[src/rtl/i2c_phase_master.sv]
`timescale 1ns/1ps
module i2c_phase_master #(
  parameter int DIV_W   = 11,
  parameter int DIV_RST = 99,
  parameter int MAXB    = 8
) (
  input  logic        clk,
  input  logic        rst_n,
  input  logic        wr_en,
  input  logic [7:0]  wr_addr,
  input  logic [31:0] wr_data,
  input  logic [7:0]  rd_addr,
  output logic [31:0] rd_data,
  input  logic        scl_i,
  input  logic        sda_i,
  output logic        scl_o,
  output logic        scl_oe,
  output logic        sda_o,
  output logic        sda_oe
);
  localparam int SW = $clog2(18*MAXB + 2);
  localparam int BW = $clog2(MAXB);
  localparam int DW = 8*MAXB;
  localparam logic [7:0] A_CFG = 8'h40, A_CMD = 8'h44, A_D0 = 8'h50, A_D1 = 8'h54;
  localparam logic [2:0] C_START = 3'd1, C_WRITE = 3'd2, C_STOP = 3'd3,
                         C_RLAST = 3'd4, C_READ = 3'd5;

  logic             pp, en, str, busy;
  logic [DIV_W-1:0] div, tmr;
  logic [2:0]       cmd, plen;
  logic [7:0]       ack;
  logic [DW-1:0]    dat;
  logic [1:0]       scl_s, sda_s;
  logic [SW-1:0]    step, last_step;
  logic             scl_lo_q, sda_lo_q, lis_q;
  logic             nxt_scl, nxt_sda, nxt_lis;

  wire is_data = (cmd == C_WRITE) || (cmd == C_RLAST) || (cmd == C_READ);
  wire is_wr   = (cmd == C_WRITE);
  wire valid   = (wr_data[6:4] >= C_START) && (wr_data[6:4] <= C_READ);
  wire start   = wr_en && (wr_addr == A_CMD) && !busy && wr_data[0] && en && valid;

  logic [SW-2:0] bit_i;
  logic [BW-1:0] byte_i;
  logic [3:0]    kb;
  logic [5:0]    bpos;
  assign bit_i  = step[SW-1:1];
  assign byte_i = BW'(bit_i / 9);
  assign kb     = 4'(bit_i % 9);
  assign bpos   = {byte_i, 3'b000} + 6'(3'd7 - kb[2:0]);

  always_comb begin
    case (cmd)
      C_START: last_step = SW'(3);
      C_STOP:  last_step = SW'(2);
      default: last_step = SW'(18 * ({1'b0, plen} + 4'd1));
    endcase
  end

  always_comb begin
    nxt_scl = 1'b0;
    nxt_sda = 1'b0;
    nxt_lis = 1'b0;
    if (cmd == C_START) begin
      nxt_scl = (step == 0) || (step == 3);
      nxt_sda = (step >= 2);
    end else if (cmd == C_STOP) begin
      nxt_scl = (step == 0);
      nxt_sda = (step != 2);
    end else if (is_data && step == last_step) begin
      nxt_scl = 1'b1;
    end else if (is_data) begin
      nxt_scl = !step[0];
      if (kb < 4'd8) begin
        if (is_wr) nxt_sda = !dat[bpos];
        else       nxt_lis = 1'b1;
      end else begin
        if (is_wr) nxt_lis = 1'b1;
        else       nxt_sda = !((cmd == C_RLAST) && (3'(byte_i) == plen));
      end
    end
  end

  wire hold = busy && str && !nxt_scl && !scl_s[1];
  wire tick = (tmr == div);
  wire smp  = tick && is_data && step[0] && (step != last_step);

  always_ff @(posedge clk or negedge rst_n) begin
    if (!rst_n) begin
      pp <= 1'b0; en <= 1'b0; str <= 1'b0; busy <= 1'b0;
      div <= DIV_W'(DIV_RST); tmr <= '0; cmd <= '0; plen <= '0;
      ack <= '0; dat <= '0; step <= '0;
      scl_s <= 2'b11; sda_s <= 2'b11;
    end else begin
      scl_s <= {scl_s[0], scl_i};
      sda_s <= {sda_s[0], sda_i};
      if (busy && !hold) begin
        if (tick) begin
          tmr  <= '0;
          step <= step + 1'b1;
          if (step == last_step) busy <= 1'b0;
          if (smp) begin
            if (is_wr && kb == 4'd8)      ack[byte_i] <= !sda_s[1];
            else if (!is_wr && kb < 4'd8) dat[bpos]   <= sda_s[1];
          end
        end else begin
          tmr <= tmr + 1'b1;
        end
      end
      if (wr_en) begin
        case (wr_addr)
          A_CFG: begin
            pp  <= wr_data[31];
            div <= wr_data[16 +: DIV_W];
            en  <= wr_data[1];
            str <= wr_data[0];
            if (!wr_data[1]) busy <= 1'b0;
          end
          A_CMD: if (!busy) begin
            cmd  <= wr_data[6:4];
            plen <= wr_data[10:8];
            if (start) begin
              busy <= 1'b1;
              step <= '0;
              tmr  <= '0;
              if (wr_data[6:4] == C_WRITE) ack <= '0;
            end
          end
          A_D0: if (!busy) dat[31:0]  <= wr_data;
          A_D1: if (!busy) dat[63:32] <= wr_data;
          default: ;
        endcase
      end
    end
  end

  always_ff @(posedge clk or negedge rst_n) begin
    if (!rst_n) begin
      scl_lo_q <= 1'b0; sda_lo_q <= 1'b0; lis_q <= 1'b0;
    end else if (!en) begin
      scl_lo_q <= 1'b0; sda_lo_q <= 1'b0; lis_q <= 1'b0;
    end else if (busy) begin
      scl_lo_q <= nxt_scl; sda_lo_q <= nxt_sda; lis_q <= nxt_lis;
    end
  end

  assign scl_o  = pp ? !scl_lo_q : 1'b0;
  assign scl_oe = pp ? en : scl_lo_q;
  assign sda_o  = pp ? !sda_lo_q : 1'b0;
  assign sda_oe = pp ? (en && !lis_q) : sda_lo_q;

  always_comb begin
    rd_data = '0;
    case (rd_addr)
      A_CFG: begin
        rd_data[31]            = pp;
        rd_data[16 +: DIV_W]   = div;
        rd_data[3:0]           = {scl_s[1], sda_s[1], en, str};
      end
      A_CMD: rd_data = {8'h00, ack, 5'b0, plen, 1'b0, cmd, 3'b0, busy};
      A_D0:  rd_data = dat[31:0];
      A_D1:  rd_data = dat[63:32];
      default: ;
    endcase
  end
endmodule

[config.mk]
export PLATFORM = sky130hd
export DESIGN_NAME = i2c_phase_master
export DESIGN_NICKNAME = d
export VERILOG_FILES = /design/src/rtl/i2c_phase_master.sv
export SDC_FILE = /design/constraint.sdc
export NUM_CORES = 1
export LEC_CHECK = 0
export CAP_MARGIN = 20
export CORE_MARGIN = 2
export CORE_UTILIZATION = 50
export DETAILED_ROUTE_END_ITERATION = 6
export DONT_BUFFER_PORTS = 1
export PLACE_DENSITY = 0.77
export SLEW_MARGIN = 15
export SYNTH_ARGS = -nofsm -noshare
export SYNTH_HDL_FRONTEND = slang
export SYNTH_SLANG_ARGS = --single-unit
[constraint.sdc]
create_clock -name clk -period 6.2 [get_ports clk]
set_input_delay 0.93 -clock clk [delete_from_list [all_inputs] [get_ports clk]]
set_output_delay 0.93 -clock clk [all_outputs]
set_load 0.01 [all_outputs]
# Word-level counts from Yosys, hierarchy flattened
# Cells that the tools add are included.
dict set report op_classes {
  n_bitwise 1
  n_reduce_logical 38
  muxes 81
  n_div 2
  eq_ne 22
  mul 1
  order_cmp 8
  add_sub_neg 5
}
# op n
set ops {}
lappend ops {{$mux W64} 6}
lappend ops {{$mux W32} 4}
lappend ops {{$mux W8} 15}
lappend ops {{$mux W11} 6}
lappend ops {{$bwmux W64} 1}
lappend ops {{$eq A8 B7 Y1 const B} 8}
lappend ops {{$pmux W11 S4} 1}
lappend ops {{$mux W1} 38}
lappend ops {{$pmux W12 S3} 1}
lappend ops {{$div A7 B4 Y32 const B} 1}
lappend ops {{$mod A7 B4 Y32 const B} 1}
lappend ops {{$logic_and A1 B1 Y1} 20}
lappend ops {{$pmux W4 S4} 1}
lappend ops {{$pmux W8 S2} 1}
lappend ops {{$logic_not A1 Y1} 12}
lappend ops {{$add A11 B1 Y11 const B} 1}
lappend ops {{$eq A11 B11 Y1} 1}
lappend ops {{$eq A3 B2 Y1 const B} 3}
lappend ops {{$add A8 B1 Y8 const B} 1}
lappend ops {{$bwmux W8} 1}
lappend ops {{$eq A8 B2 Y1 const B} 1}
lappend ops {{$eq A8 B8 Y1} 1}
lappend ops {{$ge A8 B2 Y1 const B} 1}
lappend ops {{$logic_not A8 Y1} 1}
lappend ops {{27 further kinds} 31}
dict set report totals {
  inputBits 53
  ff_bits 119
  elab_cells 174
}

# Logic depth before layout (Yosys ltp)
dict set report logic_depth {
  word_depth 19
  mapped_depth 32
}

# Worst setup path after synthesis
# OpenSTA, ideal clock, no wires.
dict set report synth_timing {
  path_kind {reg2reg}
  start {register step[5]}
  end {register dat[32]}
  setup_ps 137
  t_arrival_ps 6131
  n_path_buf 4
  path_slack_ps -69
  synth_period_minus_slack_ps 6269
  t_required_ps 6063
  path_stages_with_launch 33
  path_cell_list {dfrtp_1 clkbuf_1 inv_1 ha_1 buf_2 a211o_1 a211o_1 o21ai_0 nor2_1 ha_1 and2_1 o21ai_0 o211ai_1 or3_4 buf_2 xnor2_4 inv_2 ha_1 inv_1 nor4_1 o21ai_0 mux2i_1 nand4_1 o22ai_1 xnor2_2 inv_2 ha_1 nand3_1 a31oi_4 buf_4 nand3_1 mux2i_1 a21oi_1}
}
dict set report synth_via {
  elab_chain_len 16
  word_cells_on_any_way 37
  cone_classes {add/sub: 2; div: 2; order compare: 3; eq/ne: 4; mux: 14; reduce/logical: 12}
}
# item line
set synth_rtl {}
lappend synth_rtl {{start, declared} 34} ;# logic [SW-1:0] step, last_step;
lappend synth_rtl {{start signal, assigned} 100} ;# step <= step + 1'b1;
lappend synth_rtl {{$mod A7 B4 Y32} 49} ;# assign kb = 4'(bit_i % 9);
lappend synth_rtl {{$sub A3 B3 Y4} 50} ;# assign bpos = {byte_i, 3'b000} + 6'(3'd7 - kb[2:0]);
lappend synth_rtl {{$add A6 B6 Y6} 50}
lappend synth_rtl {{$lt A6 B7 Y1 (implied by the code) or $ge A6 B1 Y1 (tied branches)} 104} ;# else if (!is_wr && kb < 4'd8) dat[bpos] <= sda_s[1];
lappend synth_rtl {{$logic_and A1 B1 Y1 (implied by the code)} 104}
lappend synth_rtl {{$mux W1 (implied by the code)} 104}
lappend synth_rtl {{$demux W1 S6} 104}
lappend synth_rtl {{$bwmux W64} 104}
lappend synth_rtl {{$mux W64} 104}
lappend synth_rtl {{$mux W64} 103} ;# if (is_wr && kb == 4'd8) ack[byte_i] <= !sda_s[1];
lappend synth_rtl {{$mux W64} 102} ;# if (smp) begin
lappend synth_rtl {{$mux W64} 98} ;# if (tick) begin
lappend synth_rtl {{$mux W64 (*)} 97} ;# if (busy && !hold) begin
lappend synth_rtl {{$mux W32} 130} ;# A_D1: if (!busy) dat[63:32] <= wr_data;
lappend synth_rtl {{$mux W32} 111} ;# case (wr_addr)
lappend synth_rtl {{$mux W64 (*)} 110} ;# if (wr_en) begin
lappend synth_rtl {{end signal, assigned by index} 104}
lappend synth_rtl {{end signal, assigned} 130}
lappend synth_rtl {{end, declared} 32} ;# logic [DW-1:0] dat;
# Every way passes the cells marked *; elsewhere a longest branch is shown, timed or not.
# A chain may end at the register's enable or synchronous reset.

# Worst setup path after layout
dict set report layout_timing {
  start {register step[4]}
  end {register sda_lo_q}
}
dict set report layout_via {
  elab_chain_len 14
  word_cells_on_any_way 24
  cone_classes {add/sub: 2; div: 2; order compare: 2; eq/ne: 3; mux: 11; reduce/logical: 4}
}
# item line
set layout_rtl {}
lappend layout_rtl {{$mod A7 B4 Y32} 49}
lappend layout_rtl {{$sub A3 B3 Y4} 50}
lappend layout_rtl {{$add A6 B6 Y6} 50}
lappend layout_rtl {{$bmux W1 S6} 75} ;# if (is_wr) nxt_sda = !dat[bpos];
lappend layout_rtl {{$mux W1 (implied by the code)} 75}
lappend layout_rtl {{$logic_not A1 Y1} 75}
lappend layout_rtl {{$mux W1} 75}
lappend layout_rtl {{$mux W1} 74} ;# if (kb < 4'd8) begin
lappend layout_rtl {{$mux W1} 72} ;# end else if (is_data) begin
lappend layout_rtl {{$mux W1} 70} ;# end else if (is_data && step == last_step) begin
lappend layout_rtl {{$mux W1} 67} ;# end else if (cmd == C_STOP) begin
lappend layout_rtl {{$mux W1 (*)} 64} ;# if (cmd == C_START) begin
lappend layout_rtl {{$mux W1 (*)} 142} ;# end else if (busy) begin
lappend layout_rtl {{$mux W1 (*)} 140} ;# end else if (!en) begin
lappend layout_rtl {{end signal, assigned} 143} ;# scl_lo_q <= nxt_scl; sda_lo_q <= nxt_sda; lis_q <= nxt_lis;
lappend layout_rtl {{end, declared} 35} ;# logic scl_lo_q, sda_lo_q, lis_q;
# Every way passes the cells marked *; elsewhere a longest branch is shown, timed or not. The select of a mux whose other input is x is not followed.

==> impl_metrics.toml <==
[floorplan]
core-area_um2 = 18600
num_rows = 50
ios = 89
die-area_um2 = 20000
die_h_um = 141
die_w_um = 141
start_util_pct = 50.7

[cts]
hold_buffers = 0
numCtsBuffers = 17
cts_tree = "done"
clk_path_buf_depth = 2
ctsRootBufferMaster = "clkbuf_16"
cts.sinks = 119
cts-htree-levels = 4
insertion_delay_ps = 430
clk_pin_slew_worst_paths_ps = 70

[synthesis]
yosysSeqAreaShare_pct = 31.6
syn_area_um2 = 9440
ys_async_sr_fraction_pct = 100
synth_cell_types = 84
synth_warnings = 0
synthFlopType = "dfrtp_1"
synth_area_per_cell_um2 = 8.20
synth-edff-count = 0
synthCells = 1151
syn_nets = 1219
ys_ff_latch = 119

[final_layout]
area_growth_pct = 11.5
nets = 1206
drive_gt1_share_pct = 15.8
num_antenna_cells = 0
multi_input_area_um2 = 5930
post-route-util_pct = 56.5
seqCellArea_um2 = 2990
fillers = 1667

[sta]
drv_slew = 0
fin_crit_ps = 5840
finalSetupTns_ps = 0
worst_pin_slew_ps = 1060
finalClockSkew_ps = 14.2
slew_headroom_pct = 29.2
setup_violations = 0
max_freq_mhz = 171
setup_ws_ps = 360
hold_viol_final = 0
fin_crit_sh_pct = 94.2

[global_routing]
grt_max_degree = 120
antenna_found_initial = 0
grt_pass1_wl_um = 48600
grt_overflow = 0
grt_pass1_vias = 8741
grt_usage_pct = 30.9

[place]
gp_congestion = 0.941
pre_cts_ws_ps = -69.9
portBuffers = 0
dp_hpwl_um = 21200

[run]
max-cap-violations = 0

[power]
cellLeakagePower_nw = 4.53
vdd_drop_max_mv = 0.179
power_density_nw_per_um2 = 199

[status]
status = "complete, no violations"

[route]
ant_nets = 0
firstDrtPassIters = 7
vias = 9541
drc = 0
drtIter0Drc = 1060
wl_per_cell_um = 22.7
routed_wl_um = 31400
viasPerCell = 6.89

[setup_path]
ff2ff_path_depth = 25
worst-path-max-fanout = 12
worstSetupEndpointType = "register"
critPathRequiredTime_ps = 6540
cp.arrival_ps = 6180
critical_path_class = "reg -> reg"
cp-start-kind = "register"

[min_path]
hold_path.class = "in -> async"
## sequential cells by signal, summed over array words and instances (netlist names), 2 cells and up
| name | flops |
|---|---|
| ack | 8 |
| cmd | 3 |
| dat | 64 |
| div | 11 |
| plen | 3 |
| scl_s | 2 |
| sda_s | 2 |
| step | 8 |
| tmr | 11 |
## power breakdown
group	switching, mW	internal (mW)	leakage, nW
Combinational	0.0993	0.0834	2.65
Sequential	0.0552	0.815	1.58
Clock	0.395	0.644	0.297
Total	0.549	1.54	4.53
## worst max-delay path, stage by stage (launching register included)
cell and delay [ps]:
dfrtp_2 460, ha_2 240, a211o_1 320, a211o_1 350, o21ai_2 90, nor2_1 100, ha_1 200, and2_1 150
o21ai_1 150, o211ai_1 160, or3_4 480, xnor2_4 150, inv_2 110, ha_1 170, inv_1 70, nor4_2 250
o21ai_0 110, mux2i_1 210, nand4_1 190, buf_4 230, nor2_4 180, nor2_1 270, a311o_1 400, a211oi_1 390
nand4_1 140, o21ai_1 150
## cell families (layout without fill, tap and decap cells)
kind of cell	count (synthesis)	after routing	synth area share, %
compound gates	279	279	19.7
buf+inv	145	145	6.25
mux	103	103	12.7
flops	119	119	31.6
fa+ha+maj	15	15	1.99
xor+xnor	39	39	4.09
simple gates	450	450	23.6
other cells	1	1	0.0397
## cells in the mapped netlist (all sizes together) (6+ instances only)
master	number	area, um2
nor2	114	428
xnor2	29	299
dfstp	8	210
dfrtp	111	2780
mux4	10	225
xor2	10	87.6
and3	12	75.1
ha	15	188
nand4	15	93.8
mux2	29	327
a211oi	8	65.1
o221ai	30	263
buf	29	155
nand2	63	239
nor2b	16	100
a21oi	93	469
a22oi	6	45.0
inv	49	184
o22ai	6	37.5
o41ai	6	52.6
nand3	166	831
mux2i	64	644
nor3	19	105
a31oi	53	347
nor4	10	62.6
clkbuf	64	240
o21ai	24	120
## area by class of cell
type                    instances  area share [%]
clock buffers                  18            4.17
clock inverters                14            1.64
inverters                      52            1.85
multi-input cells             887            56.3
flip-flops and latches        119            28.4
well taps                     234            2.78
repair buffers                 61            4.82
## cells in the final DEF (no fill, tap or decap), drive strengths merged, types with 16 or more instances in the layout
master  Yosys  final
clkbuf     64     19
nand2      63     63
buf        29     60
o221ai     30     30
dfrtp     111    111
inv        49     51
mux2i      64     64
xnor2      29     29
nor2b      16     16
mux2       29     29
a21oi      93     93
a31oi      53     53
nor3       19     19
o21ai      24     24
nand3     166    166
nor2      114    114
## path summary, 6_finish.rpt
check / start / endpoint / slack [ps]
setup / recovery: step[4] / sda_lo_q / 360
hold / removal: rst_n / dat[37] / 200
min in group clk: sda_s[0] / sda_s[1] / 360
hold reg to reg: sda_s[0] / sda_s[1] / 360
setup reg to reg: step[4] / sda_lo_q / 360
max in group asynchronous: rst_n / scl_s[0] / 5660
## metrics by stage
stage               total power, mW  cell area, um2  instances  hold WS (ps)
floorplan                      1.01            9440       1151           345
CTS                            2.09           10300       1369           188
finish                         2.09           10500       1385           200
global placement               1.05            9690       1337           346
detailed placement             1.05            9690       1337           347
global route                   2.15           10500       1385           186
## repair_timing
action,CTS,global route
resized for setup,5,21
endpoints found under the setup margin,7,73
buffers inserted,0,15
endpoints found under the hold margin,0,0
pin swaps,0,8
gates cloned,0,1
## metal layers
layer  wire [um]  vias to the layer above  track usage (%)  part of all wire [%]
met5           0                        -                0                     0
met2       14100                      643             46.6                    45
met1       12600                     4563             43.4                    40
li1            -                     4232                -                     -
met4        1110                        0             11.8                   3.5
met3        3600                      103             7.09                    11
Note: power is estimated with default switching activity, not from simulation.
